`config.mk`:
```
export PLATFORM = sky130hd
export DESIGN_NAME = fpcvt_sd
export DESIGN_NICKNAME = d
export VERILOG_FILES = /design/src/rtl/fpcvt_sd.sv
export SDC_FILE = /design/constraint.sdc
export NUM_CORES = 1
export LEC_CHECK = 0
export BUFFER_PORTS_ARGS = -buffer_cell sky130_fd_sc_hd__buf_2
export CORE_UTILIZATION = 51
export CTS_CLUSTER_DIAMETER = 200
export CTS_CLUSTER_SIZE = 14
export DETAILED_ROUTE_END_ITERATION = 6
export PLACE_DENSITY = 0.73
export SLEW_MARGIN = 20
export SYNTH_ARGS = -nofsm -noshare
export SYNTH_HDL_FRONTEND = slang
export SYNTH_SLANG_ARGS = --single-unit
```
`constraint.sdc`:
```
create_clock -name clk -period 1.5 [get_ports clk]
set_clock_uncertainty 0.1 [all_clocks]
set_input_delay 0.225 -clock clk [delete_from_list [all_inputs] [get_ports clk]]
set_output_delay 0.225 -clock clk [all_outputs]
set_load 0.05 [all_outputs]
```
`src/rtl/fpcvt_sd.sv`:
```
module fpcvt_sd (
  input  logic        clk,
  input  logic        rst_n,
  input  logic        in_valid,
  input  logic        src_is_dbl,
  input  logic        dst_is_dbl,
  input  logic [2:0]  rnd_mode,
  input  logic [63:0] opnd,
  output logic        out_valid,
  output logic [63:0] result,
  output logic        fx_nv,
  output logic        fx_of,
  output logic        fx_uf,
  output logic        fx_nx
);
  localparam logic [31:0] QNAN_S = 32'h7FC0_0000;
  localparam logic [63:0] QNAN_D = 64'h7FF8_0000_0000_0000;
  localparam logic [31:0] BOX    = 32'hFFFF_FFFF;

  // widening path
  logic        w_boxed;
  logic [31:0] w_src;
  logic        w_s;
  logic [7:0]  w_e;
  logic [22:0] w_f;
  logic [4:0]  w_lz;
  logic [22:0] w_norm;
  logic [63:0] w_res;
  logic        w_nv;

  assign w_boxed = &opnd[63:32];
  assign w_src   = w_boxed ? opnd[31:0] : QNAN_S;
  assign w_s     = w_src[31];
  assign w_e     = w_src[30:23];
  assign w_f     = w_src[22:0];

  always_comb begin
    w_lz = 5'd0;
    for (int i = 0; i < 23; i++)
      if (w_f[i]) w_lz = 5'(22 - i);
  end

  assign w_norm = 23'(w_f << (w_lz + 5'd1));

  always_comb begin
    w_nv = 1'b0;
    if (w_e == 8'hFF) begin
      if (w_f == '0) w_res = {w_s, 11'h7FF, 52'd0};
      else begin
        w_res = QNAN_D;
        w_nv  = ~w_f[22];
      end
    end else if (w_e == 8'h00) begin
      if (w_f == '0) w_res = {w_s, 63'd0};
      else           w_res = {w_s, 11'(11'd896 - {6'd0, w_lz}), w_norm, 29'd0};
    end else begin
      w_res = {w_s, {3'd0, w_e} + 11'd896, w_f, 29'd0};
    end
  end

  // narrowing path
  logic               n_s;
  logic [10:0]        n_e;
  logic [51:0]        n_f;
  logic [52:0]        n_m;
  logic signed [12:0] n_es;
  logic               n_tiny;
  logic [11:0]        n_subsh;
  logic [5:0]         n_sh;
  logic [107:0]       n_wide;
  logic [22:0]        n_q;
  logic               n_g, n_st, n_inc, n_toinf;
  logic [30:0]        n_packed;
  logic [31:0]        n_sum;
  logic               n_ovf, n_inex;
  logic [31:0]        n_res;
  logic               n_of, n_uf, n_nx;

  assign n_s      = opnd[63];
  assign n_e      = opnd[62:52];
  assign n_f      = opnd[51:0];
  assign n_m      = {|n_e, n_f};
  assign n_es     = $signed({2'b00, n_e}) - 13'sd896;
  assign n_tiny   = n_es < 13'sd1;
  assign n_subsh  = 12'd926 - {1'b0, n_e};
  assign n_sh     = !n_tiny ? 6'd29 : (n_subsh > 12'd55 ? 6'd55 : n_subsh[5:0]);
  assign n_wide   = {n_m, 55'd0} >> n_sh;
  assign n_q      = n_wide[77:55];
  assign n_g      = n_wide[54];
  assign n_st     = |n_wide[53:0];
  assign n_inex   = n_g | n_st;
  assign n_packed = {n_tiny ? 8'd0 : n_es[7:0], n_q};

  always_comb begin
    case (rnd_mode)
      3'd0:    n_inc = n_g & (n_st | n_q[0]);
      3'd2:    n_inc = n_s & n_inex;
      3'd3:    n_inc = ~n_s & n_inex;
      3'd4:    n_inc = n_g;
      default: n_inc = 1'b0;
    endcase
    case (rnd_mode)
      3'd1:    n_toinf = 1'b0;
      3'd2:    n_toinf = n_s;
      3'd3:    n_toinf = ~n_s;
      default: n_toinf = 1'b1;
    endcase
  end

  assign n_sum = {1'b0, n_packed} + {31'd0, n_inc};
  assign n_ovf = !n_tiny && (n_es > 13'sd254 || n_sum[30:23] == 8'hFF);

  always_comb begin
    if (n_ovf) begin
      n_res = n_toinf ? {n_s, 8'hFF, 23'd0} : {n_s, 8'hFE, 23'h7F_FFFF};
      n_of  = 1'b1;
      n_uf  = 1'b0;
      n_nx  = 1'b1;
    end else begin
      n_res = {n_s, n_sum[30:0]};
      n_of  = 1'b0;
      n_uf  = n_tiny & n_inex;
      n_nx  = n_inex;
    end
  end

  // selection
  logic [63:0] c_res;
  logic        c_nv, c_of, c_uf, c_nx;

  always_comb begin
    c_res = '0;
    c_nv  = 1'b0;
    c_of  = 1'b0;
    c_uf  = 1'b0;
    c_nx  = 1'b0;
    if (src_is_dbl == dst_is_dbl) begin
      c_res = dst_is_dbl ? QNAN_D : {BOX, QNAN_S};
      c_nv  = 1'b1;
    end else if (!src_is_dbl) begin
      c_res = w_res;
      c_nv  = w_nv;
    end else if (rnd_mode > 3'd4) begin
      c_res = {BOX, QNAN_S};
      c_nv  = 1'b1;
    end else if (n_e == 11'h7FF) begin
      if (n_f == '0) c_res = {BOX, n_s, 8'hFF, 23'd0};
      else begin
        c_res = {BOX, QNAN_S};
        c_nv  = ~n_f[51];
      end
    end else begin
      c_res = {BOX, n_res};
      c_of  = n_of;
      c_uf  = n_uf;
      c_nx  = n_nx;
    end
  end

  always_ff @(posedge clk or negedge rst_n) begin
    if (!rst_n) begin
      out_valid <= 1'b0;
      result    <= '0;
      fx_nv     <= 1'b0;
      fx_of     <= 1'b0;
      fx_uf     <= 1'b0;
      fx_nx     <= 1'b0;
    end else begin
      out_valid <= in_valid;
      if (in_valid) begin
        result <= c_res;
        fx_nv  <= c_nv;
        fx_of  <= c_of;
        fx_uf  <= c_uf;
        fx_nx  <= c_nx;
      end
    end
  end
endmodule

```
==> flow_metrics.py, run 1 <==
metrics = {
    "synth": {
        "synth_compound_gate_area_share": 0.375,
        "yosys_register_bits": 68,
        "synth-main-ff-cell": "sky130_fd_sc_hd__dfrtp_1",
        "synth-warning-count": 0,
        "synth_fa_ha_area_frac": 0.0116,
        "yosysSeqAreaShare": 0.144,
        "netlist_instances": 1741,
        "post_synth_mux_area_share": 0.0676,
        "post_synth.cell_area_avg_um2": 6.80,
        "synth_simple_gate_area_share": 0.286,
        "mappedNetlistNets": 1824,
        "synth_async_sr_flop_share": 1.00,
        "post_synth_xor_area_fraction": 0.0340,
        "count_of_flip_flops_with_a_built_in_enable_after_synthesis": 0,
        "synth_cell_type_count": 98,
        "synth_top_family_by_area": "compound AO/OA/AOI/OAI gates",
        "post_syn_area_um2": 11800,
    },
    "grt": {
        "grt_first_pass_wirelength_um": 133000,
        "grt_max_degree": 45,
        "grt_pass1_vias": 22600,
        "grt_overflow": 5,
        "grt_use_total": 0.723,
    },
    "place": {
        "numPortBuffers": 140,
        "place.detailed.hpwl_um": 52400,
        "place_area_um2": 18100,
        "preCtsSetupSlack_ns": -4.77,
        "finalWeightedCongestion": 1.39,
    },
    "floorplan": {
        "placementRows": 55,
        "io-pin-count": 141,
        "start_util": 0.521,
        "die_w_um": 154,
        "dieHeight_um": 154,
    },
    "clock_tree": {
        "cts-root-to-sink-buffers": 2,
        "cts.htree.levels": 3,
        "numCtsBuffers": 9,
        "cts-root-buf": "sky130_fd_sc_hd__clkbuf_16",
        "tritoncts_num_sinks": 68,
    },
    "status": {
        "haltStage": "global routing (5_1_grt)",
        "status": "did not finish",
        "halt_reason": "[ERROR GRT-0116] Global routing finished with congestion. Check the congestion regions in the DRC Viewer.",
    },
}
## metrics by stage
stage / cells / TNS, ns
after CTS: 2736 / -177.45
after detailed placement: 2695 / -217.76
after global placement: 2695 / -210.34
after floorplan: 1741 / -173.00
## Yosys cell counts (all sizes together) (16+ instances only)
cell	instances	area [um2]
o21ai	127	662
or3	16	110
a21oi	127	654
nand3	69	350
nor4	37	253
a22oi	24	180
o211ai	22	170
nor2	168	643
buf	55	344
nand2	165	627
inv	56	210
a221oi	17	149
o22ai	23	144
and2	16	100
xor2	21	184
o221ai	31	272
clkbuf	111	417
nor3	84	430
a31oi	31	194
nand4	40	265
xnor2	25	219
a21o	19	143
mux2i	63	631
dfrtp	68	1700
a211oi	70	531
and3	24	150
## what timing repair did
item	4_1_cts
buffers inserted	23
hold buffers	1
pin swaps	48
cloned	1
resized for setup	132
endpoints found under the hold margin	68
setup endpoints to repair	67
## cell families after synthesis
family / Yosys count
xor+xnor: 46
fa+ha+maj: 11
buf+inv: 222
mux: 75
flops: 68
compound gates: 640
simple gates: 679
## per-layer routing
layer  track usage  overflow
met2         0.887         5
met4         0.686         0
met1         0.728         0
met3         0.585         0
met5         0.292         0
==> run 2, diff against run 1 <==
Settings changed: CORE_UTILIZATION 51 to 36, CTS_CLUSTER_DIAMETER 200 to not set, CTS_CLUSTER_SIZE 14 to not set, PLACE_DENSITY 0.73 to not set, PLACE_DENSITY_LB_ADDON set to 0.15.
==> flow_metrics.py, run 2 <==
metrics = {
    "clock_tree": {
        "cts.htree.levels": 3,
        "cts-root-buf": "sky130_fd_sc_hd__clkbuf_16",
        "cts.clk_slew.worst_paths_ns": 0.07,
        "tritoncts": "done",
        "cts-root-to-sink-buffers": 2,
        "numCtsBuffers": 9,
        "tritoncts_num_sinks": 68,
        "clk_latency_ns": 0.33,
    },
    "synth": {
        "post_synth_most_frequent_cells": "165 x sky130_fd_sc_hd__nor2_1, 162 x sky130_fd_sc_hd__nand2_1, 124 x sky130_fd_sc_hd__a21oi_1, 116 x sky130_fd_sc_hd__o21ai_0, 111 x sky130_fd_sc_hd__clkbuf_1",
        "yosysSeqAreaShare": 0.144,
        "mappedNetlistNets": 1824,
        "synth_cell_type_count": 98,
        "synth_async_sr_flop_share": 1.00,
        "synth-warning-count": 0,
        "synth_top_cells_by_area": "sky130_fd_sc_hd__dfrtp_1 14%, sky130_fd_sc_hd__mux2i_1 5.3%, sky130_fd_sc_hd__a21oi_1 5.2%, sky130_fd_sc_hd__nor2_1 5.2%, sky130_fd_sc_hd__nand2_1 5.1%",
        "post-synth-top-count-cell": "sky130_fd_sc_hd__nor2_1",
        "synth-main-ff-cell": "sky130_fd_sc_hd__dfrtp_1",
        "synth_top_area_frac": 0.144,
        "synth_top_cell_by_area": "sky130_fd_sc_hd__dfrtp_1",
        "post_synth.cell_area_avg_um2": 6.80,
        "netlist_instances": 1741,
        "post_syn_area_um2": 11800,
        "count_of_flip_flops_with_a_built_in_enable_after_synthesis": 0,
        "yosys_register_bits": 68,
    },
    "detailed_routing": {
        "drt-wirelength-per-cell_um": 28.4,
        "drt_iter0_markers": 2779,
        "drtAntennaViolNets": 0,
        "num_vias": 20000,
        "dr.pass1.iters": 6,
        "wl_um": 85900,
        "routed_via_density": 6.61,
        "drc_errors": 0,
    },
    "grt": {
        "grt_max_degree": 46,
        "grt_antenna_before_repair": 3,
        "grt_overflow": 0,
        "grt_pass1_vias": 18900,
        "grt_use_total": 0.482,
        "grt_first_pass_wirelength_um": 120000,
    },
    "cells_and_area": {
        "commonest_non_fill_non_tap_cell_in_the_layout": "sky130_fd_sc_hd__buf_4",
        "num-nets-final": 2657,
        "max_flop_register": "result",
        "largest_register_ffs": 63,
        "layout_common_cells": "736 x sky130_fd_sc_hd__buf_4, 150 x sky130_fd_sc_hd__nand2_1, 149 x sky130_fd_sc_hd__nor2_1",
        "finish.instance_area_um2": 22200,
        "drive_above_1_share": 0.529,
        "layout-area-overhead-vs-synth_pct": 87.4,
    },
    "critical_path": {
        "crit_path_top_delay_cell": "sky130_fd_sc_hd__nor4b_2",
        "critPathLaunch": "opnd[53]",
        "critPathLaunchType": "input pin",
        "worstSetupEndpointType": "register",
        "cpMostUsedCell": "sky130_fd_sc_hd__buf_4",
        "timing.reg2reg.setup_slack_ns": 0.38,
        "largest_fanout_on_the_critical_path": 5,
        "max_stage_delay_ns": 0.40,
        "critPathRequiredTime_ns": 1.66,
        "path_class": "in -> reg",
        "cp_data_arrival_time_ns": 6.12,
        "worst_reg2reg_path_startpoint": "result[45]",
        "reg2reg_depth": 4,
        "crit-reg2reg-capture": "result[45]",
    },
    "sta": {
        "setup-violations-final": 67,
        "timing_hold_violations_final": 0,
        "fin_tns_setup_ns": -198.40,
        "grt_setup_unrepaired": "true",
        "drv_slew": 0,
        "relSlewSlack": 0.538,
        "hold_ws_ns": 0.206,
        "setup_ws_final_ns": -4.47,
        "max_clk_rate_mhz": 168,
        "timing_worst_slew_pin_value_ns": 0.691,
        "period_needed_ns": 5.97,
        "fin_crit_sh": 3.98,
    },
    "status": {
        "failed_checks": "setup timing",
        "status": "finished with violations",
    },
    "floorplan": {
        "dieHeight_um": 183,
        "io-pin-count": 141,
        "placementRows": 66,
        "start_util": 0.365,
        "die_w_um": 183,
        "fp.dieArea_um2": 33600,
        "core_area_um2": 32500,
    },
    "hold_path": {
        "hold-path-endpoint": "result[63]",
        "worstHoldPathCells": 3,
        "holdCritPathClass": "in -> reg",
        "hp-start": "dst_is_dbl",
    },
    "place": {
        "place.detailed.hpwl_um": 64700,
        "place_area_um2": 18600,
        "numPortBuffers": 140,
        "finalWeightedCongestion": 1.10,
    },
    "power_and_ir_drop": {
        "ir_drop_uv": 496,
        "total_power_uw": 10600,
        "leakage_uw": 0.00945,
        "power-per-cell-area_nw_per_um2": 479,
    },
    "flow_run": {
        "cap_violations": 0,
    },
}
## run 2: cell counts after synthesis
No cell type changed its count.
## run 2: repair_timing
item / CTS / global route
hold buffers: 1 / 0
pin swaps: 83 / 98
hold endpoints to repair: 11 / 0
gates resized for setup: 259 / 204
gates cloned: 8 / 3
setup endpoints to repair: 67 / 67
setup buffers: 79 / 36
## run 2: per-stage QoR
stage,instances,util,worst slack [ns]
floorplan,1741,-,-3.89
detailed placement,2896,0.575,-5.16
global route,3021,0.683,-4.55
finish,3022,0.683,-4.47
global placement,2896,0.575,-5.12
CTS,2994,0.645,-4.19
## run 2: final cells by class
cell class | count | area, um2
multi-input combinational | 1455 | 11500
fill | 2694 | 10300
timing repair buffer | 984 | 7910
sequential | 68 | 1700
tap | 442 | 553
clock buffer | 9 | 225
inverter | 56 | 218
clock inverter | 7 | 82.6
antenna | 1 | 2.50
## run 2: kinds of logic (layout without fill, tap and decap cells)
| kind of cell | count (synthesis) | count (layout) | share of synthesized area |
|---|---|---|---|
| other | 0 | 1 | 0 |
| flip-flops | 68 | 68 | 0.144 |
| AO/OA/AOI/OAI | 640 | 640 | 0.375 |
| buffers and inverters | 222 | 1056 | 0.0820 |
| adder cells (fa/ha/maj) | 11 | 11 | 0.0116 |
| XOR/XNOR | 46 | 46 | 0.0340 |
| AND/OR/NAND/NOR | 679 | 683 | 0.286 |
| multiplexers | 75 | 75 | 0.0676 |
## run 2: routing by layer
metal	share of wire	up-vias	global-route usage
li1	-	8371	-
met1	0.36	9370	0.582
met2	0.43	1679	0.755
met3	0.12	549	0.105
met4	0.092	2	0.347
met5	0.00010	-	0
## run 2: how the worst max path moves through the flow
stage            endpoint  slack, ns
2_1_floorplan  result[10]      -3.89
3_3_place_gp   result[22]      -5.12
3_5_place_dp   result[22]      -5.16
4_1_cts        result[17]      -4.19
5_1_grt        result[22]      -4.55
6_report       result[22]      -4.47
## run 2: power by group
| group | internal, uW | switching (uW) | total (uW) |
|---|---|---|---|
| logic | 2600 | 3760 | 6360 |
| clock network | 1320 | 942 | 2260 |
| registers | 1940 | 68.1 | 2010 |
## run 2: critical path: cells and delay by family
kind | cells | cell delay [ns]
AO/OA/AOI/OAI | 10 | 1.88
adder cells (fa/ha/maj) | 3 | 0.48
AND/OR/NAND/NOR | 10 | 1.88
buffers and inverters | 9 | 1.43
XOR/XNOR | 1 | 0.22
Note: power is estimated with default switching activity, not from simulation.
==> run 3, diff against run 2 <==
Settings changed: SKIP_CTS_REPAIR_TIMING set to 1.
==> flow_metrics.py, run 3 (same netlist as run 2, synthesis figures left out) <==
metrics = {
    "status": {
        "status": "finished with violations",
        "failed_checks": "DRC, setup timing",
    },
    "detailed_routing": {
        "drt-wirelength-per-cell_um": 27.8,
        "routed_via_density": 6.53,
        "met2WireLength_um": 35900,
        "drc_errors": 6,
        "route.met3.wl_um": 9060,
        "dr.pass1.iters": 7,
        "drt_iter0_markers": 2541,
        "drt-met1-wl_um": 31200,
        "drtAntennaViolNets": 0,
        "dr.max_layer_used": "met4",
        "wl_um": 83000,
        "num_vias": 19500,
    },
    "cells_and_area": {
        "finish.instance_area_um2": 21300,
        "layout_common_cells": "725 x sky130_fd_sc_hd__buf_4, 154 x sky130_fd_sc_hd__nand2_1, 152 x sky130_fd_sc_hd__nor2_1",
        "largest_register_ffs": 63,
        "max_flop_register": "result",
        "n_fill_cell": 2808,
        "drive_above_1_share": 0.498,
        "commonest_non_fill_non_tap_cell_in_the_layout": "sky130_fd_sc_hd__buf_4",
        "num-nets-final": 2620,
        "layout-area-overhead-vs-synth_pct": 80.0,
    },
    "sta": {
        "drv_slew": 0,
        "period_needed_ns": 5.99,
        "fin_crit_sh": 4.00,
        "timing_worst_slew_pin_value_ns": 0.658,
        "timing_hold_violations_final": 0,
        "grt_setup_unrepaired": "true",
        "setup-violations-final": 67,
        "max_clk_rate_mhz": 167,
        "setup_ws_final_ns": -4.49,
        "relSlewSlack": 0.560,
        "hold_ws_ns": 0.208,
    },
    "floorplan": {
        "placementRows": 66,
        "die_w_um": 183,
        "start_util": 0.365,
        "io-pin-count": 141,
        "fp.dieArea_um2": 33600,
        "core_area_um2": 32500,
        "dieHeight_um": 183,
    },
    "critical_path": {
        "reg2reg_depth": 4,
        "path_class": "in -> reg",
        "crit_path_top_delay_cell": "sky130_fd_sc_hd__or3_4",
        "critPathRequiredTime_ns": 1.65,
        "worstSetupEndpointType": "register",
        "max_stage_delay_ns": 0.40,
        "critPathLaunchType": "input pin",
        "largest_fanout_on_the_critical_path": 11,
        "cp_data_arrival_time_ns": 6.14,
        "cpMostUsedCell": "sky130_fd_sc_hd__buf_4",
    },
    "place": {
        "finalWeightedCongestion": 1.10,
        "place_area_um2": 18600,
        "preCtsSetupSlack_ns": -5.16,
        "numPortBuffers": 140,
        "place.detailed.hpwl_um": 64700,
    },
    "clock_tree": {
        "tritoncts": "done",
        "clk_latency_ns": 0.34,
        "numCtsBuffers": 9,
        "cts.clk_slew.worst_paths_ns": 0.06,
        "cts-root-to-sink-buffers": 2,
        "cts.htree.levels": 3,
        "cts-root-buf": "sky130_fd_sc_hd__clkbuf_16",
        "tritoncts_num_sinks": 68,
    },
    "grt": {
        "grt_first_pass_wirelength_um": 114000,
        "grt_use_total": 0.456,
        "grt_overflow": 0,
        "grt_max_degree": 46,
        "grt_pass1_vias": 17900,
        "grt_antenna_before_repair": 0,
    },
    "power_and_ir_drop": {
        "power.combinational.fraction": 0.591,
        "switching_share_of_total_power": 0.446,
        "leakage_uw": 0.00911,
        "sequential_power_share": 0.193,
        "power-per-cell-area_nw_per_um2": 487,
        "p_sw_uw": 4630,
        "share_clk_of_total_power": 0.215,
        "intPower_uw": 5750,
        "ir_drop_uv": 484,
    },
    "flow_run": {
        "cap_violations": 0,
    },
    "hold_path": {
        "worstHoldPathCells": 3,
        "holdCritPathClass": "in -> reg",
    },
}
==> run 3: power by group through the flow <==
| stage | clock (uW) | sequential (uW) | combinational, uW |
|---|---|---|---|
| 2_1_floorplan | 0 | 2420 | 2080 |
| 3_3_place_gp | 0 | 2040 | 5300 |
| 3_5_place_dp | 0 | 2040 | 5330 |
| 4_1_cts | 2230 | 2010 | 5350 |
| 5_1_grt | 2290 | 2020 | 6300 |
| 6_report | 2240 | 2010 | 6140 |
==> run 3: worst max-delay path: cells and delay by family <==
| family | cells | cell delay [ns] |
|---|---|---|
| and+or+nand+nor | 10 | 2.16 |
| AOI/OAI and AO/OA | 8 | 1.61 |
| buffers and inverters | 7 | 1.21 |
| adders and majority gates | 3 | 0.59 |
| xor gates and xnor gates | 2 | 0.30 |
==> run 3: through the flow <==
stage | total power (uW) | cells | util | setup TNS (ns)
floorplan | 4500 | 1741 | - | -173.00
global placement | 7340 | 2896 | 0.575 | -235.18
detailed placement | 7370 | 2896 | 0.575 | -239.33
CTS | 9590 | 2912 | 0.584 | -218.59
global route | 10600 | 2984 | 0.656 | -211.88
finish | 10400 | 2986 | 0.656 | -202.52
==> run 3: layout make-up <==
class	count	area [um2]	share of cell area
Sequential cell	68	1700	0.0799
Multi-Input combinational cell	1453	11000	0.517
Antenna cell	2	5.00	0.000235
Timing Repair Buffer	949	7510	0.352
Tap cell	442	553	0.0260
Clock buffer	9	225	0.0106
Clock inverter	7	82.6	0.00388
Inverter	56	213	0.00998
==> run 3: path summary, 6_finish.rpt <==
path / slack [ns] / endpoint / startpoint
min in group asynchronous: 0.22 / result[46] / rst_n
max in group asynchronous: 0.52 / result[19] / rst_n
hold / removal: 0.21 / result[63] / dst_is_dbl
setup reg to reg: 0.41 / result[45] / result[45]
setup / recovery: -4.49 / result[18] / opnd[59]
hold reg to reg: 0.39 / result[55] / result[55]
==> run 3: routing by layer <==
metal | up-vias | track usage
met5 | - | 0
met4 | 0 | 0.310
met3 | 431 | 0.0759
met2 | 1526 | 0.713
met1 | 9233 | 0.573
li1 | 8314 | -
